===== src/rtl/pcpwm_pkg.sv =====
package pcpwm_pkg;
  localparam int CW = 16;
  localparam int MW = 4;

  localparam logic [MW-1:0] MODE_FIX8  = 4'd1;
  localparam logic [MW-1:0] MODE_FIX9  = 4'd2;
  localparam logic [MW-1:0] MODE_FIX10 = 4'd3;
  localparam logic [MW-1:0] MODE_CAP   = 4'd10;
  localparam logic [MW-1:0] MODE_CMPA  = 4'd11;

  localparam logic [1:0] OUT_NONINV = 2'd2;
  localparam logic [1:0] OUT_INV    = 2'd3;

  localparam logic [CW-1:0] MIN_CEIL = CW'(3);

  typedef struct packed {
    logic bottom;
    logic cmp_a;
    logic cmp_b;
    logic top_cap;
  } flag_ev_t;

  function automatic logic [CW-1:0] ceil_pick(input logic [MW-1:0] m,
                                              input logic [CW-1:0] cap,
                                              input logic [CW-1:0] cmpa);
    logic [CW-1:0] v;
    case (m)
      MODE_FIX9:  v = CW'(16'h01FF);
      MODE_FIX10: v = CW'(16'h03FF);
      MODE_CAP:   v = cap;
      MODE_CMPA:  v = cmpa;
      default:    v = CW'(16'h00FF);
    endcase
    if (v < MIN_CEIL) v = MIN_CEIL;
    return v;
  endfunction
endpackage


===== src/rtl/pcpwm_counter.sv =====
module pcpwm_counter #(
  parameter int W = 16
) (
  input  logic         clk,
  input  logic         rst_n,
  input  logic         tick,
  input  logic [W-1:0] ceil_val,
  output logic [W-1:0] cnt,
  output logic         down,
  output logic         turn_top
);
  localparam logic [W-1:0] ONE = W'(1);

  assign turn_top = tick && !down && (cnt >= ceil_val);

  always_ff @(posedge clk) begin
    if (!rst_n) begin
      cnt  <= '0;
      down <= 1'b0;
    end else if (tick) begin
      if (down) begin
        if (cnt == '0) begin
          down <= 1'b0;
          cnt  <= ONE;
        end else begin
          cnt <= cnt - ONE;
        end
      end else if (turn_top) begin
        down <= 1'b1;
        cnt  <= cnt - ONE;
      end else begin
        cnt <= cnt + ONE;
      end
    end
  end
endmodule


===== src/rtl/pcpwm_channel.sv =====
module pcpwm_channel #(
  parameter int W = 16
) (
  input  logic         clk,
  input  logic         rst_n,
  input  logic         tick,
  input  logic         load,
  input  logic         wr,
  input  logic [W-1:0] wdata,
  input  logic [W-1:0] cnt,
  input  logic         down,
  input  logic [1:0]   out_mode,
  output logic [W-1:0] buf_val,
  output logic         match,
  output logic         pwm
);
  import pcpwm_pkg::*;

  logic [W-1:0] act_q;
  logic         lvl_q;

  assign match = tick && (cnt == act_q);

  always_ff @(posedge clk) begin
    if (!rst_n) begin
      buf_val <= '0;
      act_q   <= '0;
      lvl_q   <= 1'b0;
    end else begin
      if (wr)    buf_val <= wdata;
      if (load)  act_q   <= buf_val;
      if (match) lvl_q   <= down;
    end
  end

  always_comb begin
    case (out_mode)
      OUT_NONINV: pwm = lvl_q;
      OUT_INV:    pwm = ~lvl_q;
      default:    pwm = 1'b0;
    endcase
  end
endmodule


===== src/rtl/pcpwm_flags.sv =====
module pcpwm_flags #(
  parameter int N = 4
) (
  input  logic         clk,
  input  logic         rst_n,
  input  logic [N-1:0] set_ev,
  input  logic [N-1:0] clr,
  output logic [N-1:0] q
);
  for (genvar i = 0; i < N; i++) begin : g_flag
    always_ff @(posedge clk) begin
      if (!rst_n)         q[i] <= 1'b0;
      else if (set_ev[i]) q[i] <= 1'b1;
      else if (clr[i])    q[i] <= 1'b0;
    end
  end
endmodule


===== src/rtl/pcpwm_timer.sv =====
module pcpwm_timer #(
  parameter int W  = pcpwm_pkg::CW,
  parameter int NM = pcpwm_pkg::MW
) (
  input  logic          clk,
  input  logic          rst_n,
  input  logic          tick,
  input  logic          wr_cmp_a,
  input  logic          wr_cmp_b,
  input  logic          wr_cap,
  input  logic          wr_mode,
  input  logic [W-1:0]  wdata,
  input  logic [NM-1:0] mode_in,
  input  logic [1:0]    out_mode_a,
  input  logic [1:0]    out_mode_b,
  input  logic [3:0]    clr_flags,
  output logic          pwm_a,
  output logic          pwm_b,
  output logic [W-1:0]  count,
  output logic          dir_down,
  output logic          flag_bottom,
  output logic          flag_cmp_a,
  output logic          flag_cmp_b,
  output logic          flag_top_cap
);
  import pcpwm_pkg::*;

  localparam int NCH = 2;

  logic [NM-1:0]  mode_q;
  logic [W-1:0]   cap_q;
  logic [W-1:0]   ceil_val;
  logic           turn_top;
  logic [NCH-1:0] ch_wr, ch_match, ch_pwm;
  logic [1:0]     ch_mode [NCH];
  logic [W-1:0]   ch_buf  [NCH];
  flag_ev_t       ev;
  logic [3:0]     fq;

  always_ff @(posedge clk) begin
    if (!rst_n) begin
      mode_q <= '0;
      cap_q  <= '0;
    end else begin
      if (wr_mode) mode_q <= mode_in;
      if (wr_cap)  cap_q  <= wdata;
    end
  end

  assign ceil_val = ceil_pick(mode_q, cap_q, ch_buf[0]);

  pcpwm_counter #(.W(W)) u_cnt (
    .clk(clk), .rst_n(rst_n), .tick(tick), .ceil_val(ceil_val),
    .cnt(count), .down(dir_down), .turn_top(turn_top)
  );

  assign ch_wr      = {wr_cmp_b, wr_cmp_a};
  assign ch_mode[0] = out_mode_a;
  assign ch_mode[1] = out_mode_b;

  for (genvar c = 0; c < NCH; c++) begin : g_ch
    pcpwm_channel #(.W(W)) u_ch (
      .clk(clk), .rst_n(rst_n), .tick(tick), .load(turn_top),
      .wr(ch_wr[c]), .wdata(wdata), .cnt(count), .down(dir_down),
      .out_mode(ch_mode[c]), .buf_val(ch_buf[c]),
      .match(ch_match[c]), .pwm(ch_pwm[c])
    );
  end

  assign pwm_a = ch_pwm[0];
  assign pwm_b = ch_pwm[1];

  always_comb begin
    ev.bottom  = tick && (count == '0);
    ev.cmp_a   = ch_match[0] || (turn_top && mode_q == MODE_CMPA);
    ev.cmp_b   = ch_match[1];
    ev.top_cap = turn_top && (mode_q == MODE_CAP);
  end

  pcpwm_flags #(.N(4)) u_flags (
    .clk(clk), .rst_n(rst_n),
    .set_ev({ev.top_cap, ev.cmp_b, ev.cmp_a, ev.bottom}),
    .clr(clr_flags), .q(fq)
  );

  assign flag_bottom  = fq[0];
  assign flag_cmp_a   = fq[1];
  assign flag_cmp_b   = fq[2];
  assign flag_top_cap = fq[3];
endmodule


===== config.mk =====
export PLATFORM = sky130hd
export DESIGN_NAME = pcpwm_timer
export DESIGN_NICKNAME = d
export VERILOG_FILES = /design/src/rtl/pcpwm_pkg.sv /design/src/rtl/pcpwm_counter.sv /design/src/rtl/pcpwm_channel.sv /design/src/rtl/pcpwm_flags.sv /design/src/rtl/pcpwm_timer.sv
export SDC_FILE = /design/constraint.sdc
export NUM_CORES = 1
export LEC_CHECK = 0
export ABC_AREA = 1
export BUFFER_PORTS_ARGS = -buffer_cell sky130_fd_sc_hd__buf_4
export CORE_ASPECT_RATIO = 1.1
export CORE_UTILIZATION = 43
export CTS_CLUSTER_DIAMETER = 100
export DETAILED_ROUTE_END_ITERATION = 12
export PLACE_DENSITY = 0.59
export SYNTH_ARGS = -nofsm -noshare
export SYNTH_HDL_FRONTEND = slang
export SYNTH_SLANG_ARGS = --single-unit

===== constraint.sdc =====
create_clock -name clk -period 3.8 [get_ports clk]
set_input_delay 0.76 -clock clk [delete_from_list [all_inputs] [get_ports clk]]
set_output_delay 0.76 -clock clk [all_outputs]
set_load 0.02 [all_outputs]

==> flow_results.org, run 1 <==
** STA
- Final-report max-slew violation count :: 0
- Total negative setup slack :: 0 ns
- For the pin with the worst max-slew slack, the measured transition is 0.7528 ns.
- Number of setup violations in the final report :: 0
- Worst setup slack after layout :: 0.3637 ns
- Headroom to the max-slew limit came out at between 40% and 50%.
- Of the available clock period, the critical path in the final layout requires approximately 90%.
- The hold violation total from the final report is 0.
- For the finished layout, the period the worst path requires is 3.436 ns.
- Across the routed clock network, the largest skew measured is 0.007628 ns.
- Setup repair after global routing left no endpoint under its margin.
- Derived from the worst setup path, the maximum achievable clock frequency is ~290 MHz.

** Power
- Pwr dens :: 703.7 nW/um^2
- Internal power comes to roughly 2.6 mW.
- Clock network fraction of total power :: around a fifth
- Net switching component of the power :: between 1.5 and 2 mW
- In this run, flip-flops and latches consume between 30% and 40% of the power.
- Summed over all cells, the static leakage comes to 2.840 nW.
- Of the total power, the share spent switching nets is ~43%.
- Combinational logic is responsible for between 40% and 50% of the overall power.
- Peak supply drop :: 0.2554 mV

** Routing
- Across all layers, the routed design uses about 5400 vias.
- Using the TritonRoute via totals, the vias-per-cell ratio works out to about 5.4.
- Sum of routed wire length over all layers :: 15730 um
- After detailed routing, the average wire length per cell comes to 15.68 um.
- Detailed-router iteration count before antenna repair :: 9
- For this run, design rule violations remaining after detail routing come to 2.
- After the first detailed-routing iteration, the DRC count stood at roughly 300.
- The detail route stage leaves a number of antenna-violating nets equal to 0.

** Global route
- Number of global-route vias before repair :: slightly above 5000
- GR Util All Layers :: 23.67%
- Entering global routing, the biggest net connects between 70 and 80 pins.
- Congestion Overflow GR :: 0
- Antenna violations before repair :: 0
- Wire length of the first global-routing pass :: ~25000 um

** Setup path
- Kind of end point of the critical path :: flip-flop
- Critical Path AT :: ~3.7 ns
- Start point of the critical path :: mode_q[3]$_SDFFE_PN0P_
- The signal on the critical path passes through inv_1, nor2_2, nand3_2, buf_4, o22ai_1, nand2_1, nor2_1, nand4_1, o21a_1, ha_1, nand2_1, nand2_1, nand2_1, nand2_1, nand2_1, nand2_1, nand2_1, nand2_1, nand2_4, buf_12, nand2_1, a21oi_1, a21oi_1.
- Source of the worst register-to-register timing path :: mode_q[3]$_SDFFE_PN0P_
- Slowest-stage cell, CP :: sky130_fd_sc_hd__dfxtp_1
- STA classifies the critical path startpoint as a flip-flop.
- For the worst setup path, the data required time is 4.05 ns.
- Most used cell along the critical path :: sky130_fd_sc_hd__nand2_1
- On the worst path, the slowest cell contributes a delay of 0.31 ns.
- Top Family by Delay on Critical Path :: simple AND/OR/NAND/NOR gates
- Buffers & Inverters on Critical Path :: 3
- Across all register-to-register paths, the minimum setup slack is around 0.36 ns.
- Category of the critical setup timing path :: reg -> reg
- Of all nets on the critical path, the largest fanout is 26.

** Yosys
- The netlist uses 41 different library cells.
- Of the synthesized area, sequential elements account for between 30 and 40%.
- Avg Cell Area, Syn :: 7.092 um^2
- For this run, the leading register cell type out of synthesis is sky130_fd_sc_hd__dfxtp_1.
- Yosys printed 0 warnings.
- Counting flops and latches in the post-synthesis netlist gives between 100 and 150.
- The synthesized design contains 0 enable-type register cells.
- Post-synth top area share :: 37.43%
- Area contributors post-synth :: sky130_fd_sc_hd__dfxtp_1, sky130_fd_sc_hd__nor2_1, sky130_fd_sc_hd__o21ai_0
- Share of flip-flops with an asynchronous set or reset :: 0%
- Synthesis produced a netlist with a net count of 860.
- Top post-synthesis cells by count :: sky130_fd_sc_hd__nor2_1, sky130_fd_sc_hd__dfxtp_1, sky130_fd_sc_hd__o21ai_0
- The synthesized netlist occupies a cell area of between 5000 and 6000 um^2.
- Dominant cell by count in the synthesized netlist :: sky130_fd_sc_hd__nor2_1
- Summed over all instances, the cell type with the most area after synthesis is sky130_fd_sc_hd__dfxtp_1.
- Post-synthesis cell count :: 807

** Place
- Post-placement cell area :: 6186 um^2
- Count of buffers inserted at the top-level ports :: 57
- Routability-driven placement finished with a final weighted congestion of approximately 0.9.
- Post-placement setup slack :: 0.2565 ns
- Summed over all nets, the half-perimeter wirelength after detailed placement is between 10000 and 15000 um.

** Clock network
- H-Tree Level Count :: 3
- Post-CTS clock slew at the launch and capture registers of the worst setup and hold paths :: around 0.07 ns
- CTS Sinks :: ~110
- Root buffer selected by CTS :: sky130_fd_sc_hd__clkbuf_16
- Post-CTS Hold Buffers :: 0
- Post-CTS Setup Bufs :: 0
- Clock tree synthesis inserted a total of 9 buffers.
- The clock passes through at most 2 buffers.
- The later pin in the worst-skew pair is clocked with a latency of roughly 0.36 ns.
- TritonCTS built the clock tree.
- Once the clock tree was built, the resizer swapped 0 gates to a different size.

** Hold path
- Tightest Hold Check Type :: reg -> reg
- In this run the most critical hold path is launched from g_ch[0].u_ch.lvl_q$_SDFFE_PN0P_.

** Flow run
- Number of maximum-capacitance constraint violations :: 0

** Floorplanning
- Floorplan Core Area :: between 10000 and 15000 um^2
- The die covers around 14000 um^2.
- In this run the count of I/O pins placed on the die edge is between 50 and 60.
- Die W :: ~110 um
- Effective utilization at floorplan :: ~45%
- Placement row count :: between 40 and 50
- Vert. Die Dim :: roughly 120 um

** Cells and area
- Synthesis-to-layout area growth :: 13.66%
- For this run, the share of the core covered by cells in the final layout is between 50 and 60%.
- Post-Layout Inst Area :: between 6000 and 7000 um^2
- Cells with a size suffix above 1 make up 13.48% of the layout.
- Number of diodes :: 0
- Layout net count :: between 800 and 900

** Status
- The final reports fail on design-rule violations.
- Result of the run :: finished with violations
cell families after synthesis:
family / Yosys count / synth area share (%)
fa+ha+maj: 18 / 3.935
xor+xnor: 36 / 5.509
simple gates: 310 / 23.72
buf+inv: 125 / 9.510
flops: 107 / 37.43
compound gates: 211 / 19.90
sequential cells by signal (all words and copies together) (netlist names):
signal and count:
cap_q 16, g_ch.u_ch.act_q 32, g_ch.u_ch.buf_val 32, g_ch.u_ch.lvl_q 2
mode_q 4, u_cnt.cnt 16, u_cnt.down 1, u_flags.q 4
routing by layer:
metal | vias up | GRT usage [%] | routed length (um)
met5 | - | 0 | 0
met4 | 0 | 13.08 | 563
met3 | 34 | 2.353 | 765
met2 | 178 | 37.85 | 7040
met1 | 2486 | 31.62 | 7361
li1 | 2716 | - | -
worst register-to-register path, delay by kind of cell (launching register included):
| kind | cells | cell delay (ns) |
|---|---|---|
| and+or+nand+nor | 15 | 1.54 |
| AOI/OAI and AO/OA | 4 | 0.66 |
| buffers and inverters | 3 | 0.52 |
| DFF | 1 | 0.31 |
| adders and majority gates | 1 | 0.29 |
metrics by stage:
| stage | hold WS [ns] | power [mW] | std cells |
|---|---|---|---|
| detailed placement | 0.4491 | 3.613 | 986 |
| global placement | 0.4441 | 3.577 | 986 |
| global route | 0.4754 | 4.922 | 1003 |
| CTS | 0.4604 | 4.512 | 1002 |
| finish | 0.4624 | 4.577 | 1003 |
| floorplan | 0.4290 | 3.062 | 807 |
path summary, 6_finish.rpt:
| kind | end | cells after the start |
|---|---|---|
| max | u_cnt.cnt[2]$_SDFFE_PN0P_ | 23 |
| min | g_ch[0].u_ch.lvl_q$_SDFFE_PN0P_ | 2 |
| max reg2reg | u_cnt.cnt[2]$_SDFFE_PN0P_ | 23 |
| min reg2reg | g_ch[0].u_ch.lvl_q$_SDFFE_PN0P_ | 2 |
final cells by class:
cell class | instances | area [um^2]
clock buffer | 13 | 250.2
multi-input combinational | 575 | 3057
fill | 1315 | 6300
tap | 157 | 196.4
inverter | 82 | 307.8
timing repair buffer | 66 | 529.3
sequential | 107 | 2142
clock inverter | 3 | 22.52
placed cells by master (no fill, tap or decap), drive strengths merged:
master,instances
o22ai,22
nand2,101
ha,18
a22oi,2
xnor2,7
o21ai,108
inv,81
nand3b,1
o2111ai,4
clkinv,4
clkbuf,14
xor2,29
o21bai,1
buf,65
nor2,153
dfxtp,107
or2,5
nor4,1
a31oi,1
nand3,25
nand4,11
o21a,4
a21oi,69
nor3,13
power groups by stage:
stage	Combinational (mW)	Sequential [mW]	Clock (mW)
2_1_floorplan	1.45	1.61	0
3_3_place_gp	1.91	1.66	0
3_5_place_dp	1.94	1.67	0
4_1_cts	1.95	1.64	0.916
5_1_grt	2.27	1.68	0.967
6_report	2.03	1.65	0.898
Power figures use the tool's default switching activity.
==> inputs of run 2 (changes only) <==
--- a/config.mk
+++ b/config.mk
@@ -8,10 +8,11 @@
 export ABC_AREA = 1
 export BUFFER_PORTS_ARGS = -buffer_cell sky130_fd_sc_hd__buf_4
 export CORE_ASPECT_RATIO = 1.1
-export CORE_UTILIZATION = 43
+export CORE_UTILIZATION = 30
 export CTS_CLUSTER_DIAMETER = 100
 export DETAILED_ROUTE_END_ITERATION = 12
-export PLACE_DENSITY = 0.59
+export PLACE_DENSITY = 0.44
+export SLEW_MARGIN = 40
 export SYNTH_ARGS = -nofsm -noshare
 export SYNTH_HDL_FRONTEND = slang
 export SYNTH_SLANG_ARGS = --single-unit
==> flow_results.org, run 2 (synthesis gave the netlist of run 1 again) <==
** Routing
- Detailed-router iteration count before antenna repair :: 4 (-5)
- Sum of routed wire length over all layers :: 17390 um (+11%)
- DRC violations left :: 0 (-2)
- Violation count after the first detailed-route iteration :: 387 (+28%)
- The routed wirelength normalized by instance count was 15.89 um (+1.3%).
- The count of nets left with antenna violations after detail routing was 0 (unchanged).
- The detailed-route via count was 5352 (-1.1%).
- Post-DR vias/cell :: 4.892 (-9.4%)

** Clock network
- CTS max path bufs :: 2 (unchanged)
- Root buffer selected by CTS :: sky130_fd_sc_hd__clkbuf_16
- Post-CTS Hold Buffers :: 0 (unchanged)
- CTS Sinks :: 107 (unchanged)
- CTS tree :: built
- The clock buffer count from CTS is 9 (unchanged).
- Skew-Pair Late Insertion Delay :: 0.35 ns (about the same)
- The total number of H-tree levels was 3 (unchanged).
- The buffer count from post-CTS setup fixing is 0 (unchanged).
- The quantity of gates resized following cts is 0 (unchanged).
- The clock-pin slew on the worst setup and hold paths came to 0.07 ns (about the same).

** Setup path
- By startpoint and endpoint, the worst setup path is classified as reg -> reg.
- CP peak stage delay :: 0.33 ns (+0.02 ns)
- Slowest-stage cell, CP :: sky130_fd_sc_hd__o22ai_1
- The register-to-register path setup slack came to 0.51 ns (+0.14 ns).
- Most used cell along the critical path :: sky130_fd_sc_hd__nand2_1
- The worst register-to-register path ends at g_ch[0].u_ch.act_q[10]$_SDFFE_PN0N_.
- Broken down by cell family, the worst path's largest delay share belongs to simple AND/OR/NAND/NOR gates.
- The logic depth of the worst register-to-register path came to 22 (-4.3%).
- The data arrival time of the critical path was 3.58 ns (-0.10 ns).
- Worst path cell trace :: inv_1, nor2_2, nand3_2, o22ai_1, nand2_1, nor2_1, nand4_1, o21a_1, ha_1, nand2_1, nand2_1, nand2_1, nand2_1, nand2_1, nand2_1, nand2_1, nand2_1, nand2_2, inv_1, buf_12, o21ai_0, a21oi_1
- The worst setup path is captured at a flip-flop.
- STA classifies the critical path startpoint as a flip-flop.
- Largest fanout on the critical path :: 28 (+7.7%)
- The data required time of the critical path is 4.08 ns (+0.03 ns).
- In this run the critical register-to-register path is launched from mode_q[3]$_SDFFE_PN0P_.
- Buffers & Inverters on Critical Path :: 3 (unchanged)

** Hold path
- The path with the worst hold slack has its endpoint at g_ch[0].u_ch.lvl_q$_SDFFE_PN0P_.
- Tightest Hold Check Type :: reg -> reg
- In this run the most critical hold path is launched from g_ch[0].u_ch.lvl_q$_SDFFE_PN0P_.
- The number of cells on the worst hold path came to 2 (unchanged).

** Flow run
- The max-capacitance violation count is 0 (unchanged).

** Power
- The power density over the cells was 699.2 nW/um^2 (-0.64%).
- The sequential fraction of design power was 34.5% (-1.4 points).
- Switching share of total power :: 42.76% (-0.26 points)
- Power Total :: 4.643 mW (+1.4%)
- Clock network fraction of total power :: 21.0% (+1.4 points)
- Peak supply drop :: 0.2368 mV (-7.3%)
- Leakage :: 2.859 nW (+0.69%)
- Net switching component of the power :: 1.985 mW (+0.82%)
- Internal power of the cells :: 2.658 mW (+1.9%)
- The combinational cell fraction of total power is 44.6% (+0.2 points).

** STA
- Max transition margin :: 47.52% (-2.2 points)
- Final Hold Vio Count :: 0 (unchanged)
- The time the worst path needs with I/O delays and setup is 3.294 ns (-0.1425 ns).
- Total negative setup slack :: 0 ns (unchanged)
- The final-report max-slew violation count came to 0 (unchanged).
- The slew at the pin closest to its max-slew limit came to 0.7864 ns (+0.03362 ns).
- The final clock skew is 0.007369 ns (-0.0002582 ns).
- Setup repair after global routing left no endpoint under its margin.
- Achievable frequency :: 303.6 MHz (+4.3%)
- WHS :: 0.4604 ns (-0.002043 ns)
- The worst-case setup margin in the final layout is 0.5062 ns (+0.1425 ns).
- The share of the clock period used by the worst path after layout was 86.68% (-3.8 points).
- The final setup violation count came to 0 (unchanged).

** Floorplanning
- The number of placed I/O pins is 58 (unchanged).
- The die boundary height came to 146.9 um (+19%).
- The total die area is 19630 um^2 (+43%).
- Placement row count :: 52 (+21%)
- Floorplan Core Area :: 18540 um^2 (+45%)
- Effective utilization at floorplan :: 30.86% (-14 points)
- Die W :: 133.7 um (+19%)

** Cells and area
- Synthesis-to-layout area growth :: 16.05%
- The core occupancy in the finished layout is 35.82% (-15 points).
- The antenna diode instance count is 0 (unchanged).
- Leading cell type in the layout, fill and taps excluded :: sky130_fd_sc_hd__nor2_1
- Most used cells in the layout excluding fill and tap cells :: sky130_fd_sc_hd__nor2_1, sky130_fd_sc_hd__dfxtp_1, sky130_fd_sc_hd__o21ai_0, sky130_fd_sc_hd__nand2_1, sky130_fd_sc_hd__inv_1
- The share of layout cells above drive strength 1 is 14.10% (+0.63 points).
- In the final layout, the registers with the most flip-flops are g_ch.u_ch.act_q x32, g_ch.u_ch.buf_val x32.
- Number of filler instances in the final layout :: 2011 (+53%)
- The number of nets in the finished design is 899 (+0.56%).

** Global route
- The wire length of the first global-routing pass is 27970 um (+10%).
- The via count of the first global-routing pass is 5189 (+3.1%).
- The number of antenna violations at the first check in global routing came to 0 (unchanged).
- Congestion Overflow GR :: 0 (unchanged)
- The total track usage was 18.26% (-5.4 points).
- The pin count of the biggest net entering global routing was 64 (-17%).

** Status
- The run finished with clean final reports.

** Place
- The detailed-placement wirelength estimate came to 12830 um (+15%).
- The final weighted congestion of routability-driven global placement is 0.8792 (-2.4%).
- Count of buffers inserted at the top-level ports :: 57 (unchanged)
- Post-placement setup slack :: 0.5293 ns (+0.2728 ns)
run 2: per-stage QoR:
stage,cell area (um^2),instances
final,6641,1094
after global routing,6641,1094
after CTS,6641,1094
after detailed placement,6339,1078
after global placement,6339,1078
after floorplan,5723,807
run 2: worst min-delay path: cells and delay by family (launching register included):
family                 cells  cell delay, ns
AO/OA/AOI/OAI              1            0.05
buffers and inverters      1            0.05
flip-flops                 1            0.32
run 2: how the worst max path moves through the flow:
stage / from / end / slack, ns / depth (start not counted)
global placement: mode_q[3]$_SDFFE_PN0P_ / u_flags.q[1]$_SDFFE_PN0P_ / 0.65 / 21
floorplan: mode_q[3]$_SDFFE_PN0P_ / g_ch[0].u_ch.act_q[9]$_SDFFE_PN0N_ / 1.09 / 23
global route: mode_q[3]$_SDFFE_PN0P_ / u_cnt.cnt[6]$_SDFFE_PN0P_ / 0.03 / 22
finish: mode_q[3]$_SDFFE_PN0P_ / g_ch[0].u_ch.act_q[10]$_SDFFE_PN0N_ / 0.51 / 22
detailed placement: mode_q[3]$_SDFFE_PN0P_ / u_cnt.cnt[5]$_SDFFE_PN0P_ / 0.53 / 22
CTS: mode_q[3]$_SDFFE_PN0P_ / u_cnt.cnt[9]$_SDFFE_PN0P_ / 0.51 / 23
run 2: layer usage:
layer / routed length, um / track usage [%] / vias to the layer above
li1: - / - / 2719
met1: 8271 / 24.15 / 2464
met2: 7962 / 29.61 / 139
met3: 668 / 2.001 / 30
met4: 483 / 8.693 / 0
met5: 0 / 0 / -
run 2: cell type report:
class                      count  area, um^2  area share, %
tap                          243       304.0          4.578
inverter                      82       307.8          4.635
clock inverter                 5       60.06         0.9043
clock buffer                  11       242.7          3.655
multi-input combinational    575        3039          45.76
sequential                   107        2142          32.25
timing repair buffer          71       545.5          8.214
run 2: power by group through the flow:
stage	clock, mW	sequential [mW]	combinational (mW)
final	0.974	1.60	2.07
after global routing	1.04	1.63	2.33
after CTS	1.00	1.60	2.09
after detailed placement	0	1.63	2.07
after global placement	0	1.63	2.07
after floorplan	0	1.61	1.45
==> inputs of run 3 (changes only) <==
--- a/config.mk
+++ b/config.mk
@@ -8,10 +8,11 @@
 export ABC_AREA = 1
 export BUFFER_PORTS_ARGS = -buffer_cell sky130_fd_sc_hd__buf_4
 export CORE_ASPECT_RATIO = 1.1
-export CORE_UTILIZATION = 30
+export CORE_UTILIZATION = 59
 export CTS_CLUSTER_DIAMETER = 100
 export DETAILED_ROUTE_END_ITERATION = 12
-export PLACE_DENSITY = 0.44
+export MAX_ROUTING_LAYER = met4
+export PLACE_DENSITY = 0.78
 export SLEW_MARGIN = 40
 export SYNTH_ARGS = -nofsm -noshare
 export SYNTH_HDL_FRONTEND = slang
==> flow_results.org, run 3 (synthesis gave the netlist of run 1 again) <==
** Cells and area
- The area of all placed cells without fillers came to 6347 um^2 (-4.4%).
- Leaving out fill and tap cells, the most frequent cells in the layout are sky130_fd_sc_hd__nor2_1, sky130_fd_sc_hd__dfxtp_1, sky130_fd_sc_hd__o21ai_0, sky130_fd_sc_hd__nand2_1, sky130_fd_sc_hd__inv_1.
- The filler cell count in the final layout is 894 (-56%).
- Largest registers :: g_ch.u_ch.act_q x32, g_ch.u_ch.buf_val x32
- The core occupancy in the finished layout is 67.54% (+32 points).
- Number of diodes :: 0 (unchanged)
- The sequential cell area came to 2142 um^2 (unchanged).
- The share of layout cells above drive strength 1 is 13.61% (-0.49 points).
- The area growth from synthesis to layout is 10.91%.
- Leading cell type in the layout, fill and taps excluded :: sky130_fd_sc_hd__nor2_1
- The multi-input combinational cell area was 3042 um^2 (about the same).
- Layout net count :: 894 (-0.56%)

** STA
- Final clock skew :: 0.01491 ns (+0.007540 ns)
- The maximum clock frequency was 296.4 MHz (-2.4%).
- Setup repair after global routing left no endpoint under its margin.
- Total negative setup slack :: 0 ns (unchanged)
- The final-report max-slew violation count was 0 (unchanged).
- Number of setup violations in the final report :: 0 (unchanged)
- The hold violation total from the final report was 0 (unchanged).
- Tcrit/Tclk final :: 88.78% (+2.1 points)
- Worst-margin pin slew :: 0.6824 ns (-0.1040 ns)
- The worst slew slack as a fraction of its limit is 54.45% (+6.9 points).
- The time the worst path needs with I/O delays and setup is 3.373 ns (+0.07971 ns).

** Power
- The leakage power of the design came to 2.782 nW (-2.7%).
- The largest voltage drop on the vdd net was 0.2986 mV (+26%).
- The total power consumption of the routed design is 4.327 mW (-6.8%).
- The power density over the cells came to 681.7 nW/um^2 (-2.5%).

** Clock network
- The quantity of hold-fixing buffers added after cts was 0 (unchanged).
- CTS tree :: built
- Post_cts resized :: 0 (unchanged)
- Skew-Pair Late Insertion Delay :: 0.38 ns (+0.03 ns)
- CTS max path bufs :: 2 (unchanged)
- CTS Sinks :: 107 (unchanged)
- H-Tree Level Count :: 3 (unchanged)
- The clock buffer count from CTS came to 9 (unchanged).
- The buffer count from post-CTS setup fixing was 0 (unchanged).
- Post-CTS clock slew at the launch and capture registers of the worst setup and hold paths :: 0.10 ns (+0.03 ns)
- The tree is rooted in a sky130_fd_sc_hd__clkbuf_8.

** Floorplanning
- The horizontal die dimension was 95.91 um (-28%).
- Vert. Die Dim :: 105.3 um (-28%)
- Die Footprint :: 10100 um^2 (-49%)
- Effective utilization at floorplan :: 60.90% (+30 points)
- Io pins :: 58 (unchanged)
- The row count came to 37 (-29%).
- The core area was 9398 um^2 (-49%).

** Global route
- Number of global-route vias before repair :: 5201 (+0.23%)
- The wire length of the first global-routing pass is 24980 um (-11%).
- Maximum number of pins on one net before global-route repair :: 57 (-11%)
- Antenna violations before repair :: 0 (unchanged)
- The leftover overflow at the end of global routing is 0 (unchanged).
- GR Util All Layers :: 32.87% (+15 points)

** Routing
- Remaining antenna violation count after routing :: 0 (unchanged)
- The number of DRC violations after detailed routing is 0 (unchanged).
- The via-per-instance ratio is 5.662 (+16%).
- Total number of vias :: 5447 (+1.8%)
- The routed wirelength normalized by instance count came to 15.81 um (-0.49%).
- The routed wire length is 15210 um (-12%).
- The detailed-router iteration count before antenna repair came to 6 (+2).
- Violation count after the first detailed-route iteration :: 401 (+3.6%)

** Setup path
- STA classifies the critical path endpoint as a flip-flop.
- The worst register-to-register path begins at mode_q[3]$_SDFFE_PN0P_.
- Critical Path AT :: 3.64 ns (+0.06 ns)
- The cell that appears most often on the critical path is sky130_fd_sc_hd__nand2_1.
- Category of the critical setup timing path :: reg -> reg
- The critical-path maximum fanout is 39 (+39%).
- Slowest-stage cell, CP :: sky130_fd_sc_hd__dfxtp_1
- The buffers plus inverters on the worst setup path is 2 (-1).
- STA classifies the critical path startpoint as a flip-flop.
- The largest stage delay on the critical path came to 0.33 ns (about the same).
- Required time of the critical path :: 4.06 ns (-0.02 ns)
- Tracing the worst setup path back leads to its startpoint at mode_q[3]$_SDFFE_PN0P_.
- Worst path cell trace :: inv_1, nor2_2, nand3_2, o22ai_1, nand2_1, nor2_1, nand4_1, o21a_1, ha_1, nand2_1, nand2_1, nand2_1, nand2_1, nand2_1, nand2_1, nand2_1, nand2_1, nand2_1, buf_6, nand2_1, a21oi_1, a21oi_1
- Top Family by Delay on Critical Path :: simple AND/OR/NAND/NOR gates

** Place
- The detailed-placement wirelength estimate is 11180 um (-13%).
- The number of port buffers came to 57 (unchanged).
- GPL Wtd Cong :: 0.8802 (+0.11%)
- The area of placed instances is 6141 um^2 (-3.1%).

** Flow run
- Number of maximum-capacitance constraint violations :: 0 (unchanged)

** Hold path
- The path class of the tightest hold or removal check is reg -> reg.
- The worst hold path begins at cap_q[12]$_SDFFE_PN0P_.

** Status
- Result of the run :: complete, no violations
-- run 3: path summary, 6_finish.rpt --
path / end / slack [ns] / depth (start not counted)
setup / recovery: u_cnt.cnt[5]$_SDFFE_PN0P_ / 0.43 / 22
hold / removal: cap_q[12]$_SDFFE_PN0P_ / 0.48 / 2
setup reg to reg: u_cnt.cnt[5]$_SDFFE_PN0P_ / 0.43 / 22
hold reg to reg: cap_q[12]$_SDFFE_PN0P_ / 0.48 / 2
-- run 3: layer usage --
layer | global-route usage [%] | routed length (um) | vias to the layer above
li1 | - | - | 2705
met1 | 41.90 | 6720 | 2548
met2 | 52.55 | 7343 | 166
met3 | 4.834 | 759 | 28
met4 | 12.15 | 389 | 0
met5 | - | 0 | -
-- run 3: worst register-to-register path, cell delays in order (launching register included) --
cell	delay [ns]
sky130_fd_sc_hd__dfxtp_1	0.33
sky130_fd_sc_hd__inv_1	0.07
sky130_fd_sc_hd__nor2_2	0.14
sky130_fd_sc_hd__nand3_2	0.28
sky130_fd_sc_hd__o22ai_1	0.33
sky130_fd_sc_hd__nand2_1	0.09
sky130_fd_sc_hd__nor2_1	0.11
sky130_fd_sc_hd__nand4_1	0.11
sky130_fd_sc_hd__o21a_1	0.22
sky130_fd_sc_hd__ha_1	0.29
sky130_fd_sc_hd__nand2_1	0.08
sky130_fd_sc_hd__nand2_1	0.05
sky130_fd_sc_hd__nand2_1	0.05
sky130_fd_sc_hd__nand2_1	0.04
sky130_fd_sc_hd__nand2_1	0.06
sky130_fd_sc_hd__nand2_1	0.05
sky130_fd_sc_hd__nand2_1	0.05
sky130_fd_sc_hd__nand2_1	0.07
sky130_fd_sc_hd__nand2_1	0.12
sky130_fd_sc_hd__buf_6	0.28
sky130_fd_sc_hd__nand2_1	0.21
sky130_fd_sc_hd__a21oi_1	0.18
sky130_fd_sc_hd__a21oi_1	0.08
-- run 3: power by group --
group / switching (mW) / internal (mW)
Sequential: 0.260 / 1.38
Clock: 0.401 / 0.309
Combinational: 1.24 / 0.738
-- run 3: layout make-up --
| cell class | count | area share [%] |
|---|---|---|
| Clock buffer | 9 | 1.952 |
| Multi-Input combinational cell | 575 | 47.92 |
| Timing Repair Buffer | 66 | 8.062 |
| Clock inverter | 6 | 1.163 |
| Inverter | 82 | 4.849 |
| Tap cell | 117 | 2.306 |
| Sequential cell | 107 | 33.75 |
-- run 3: stage by stage --
step                worst slack (ns)  instances  hold WS (ns)
detailed placement            0.3979        947        0.4638
global placement              0.5658        947        0.4493
floorplan                      1.093        807        0.4290
CTS                           0.3701        962        0.4791
finish                        0.4265        962        0.4777
global route                0.007411        962        0.5025
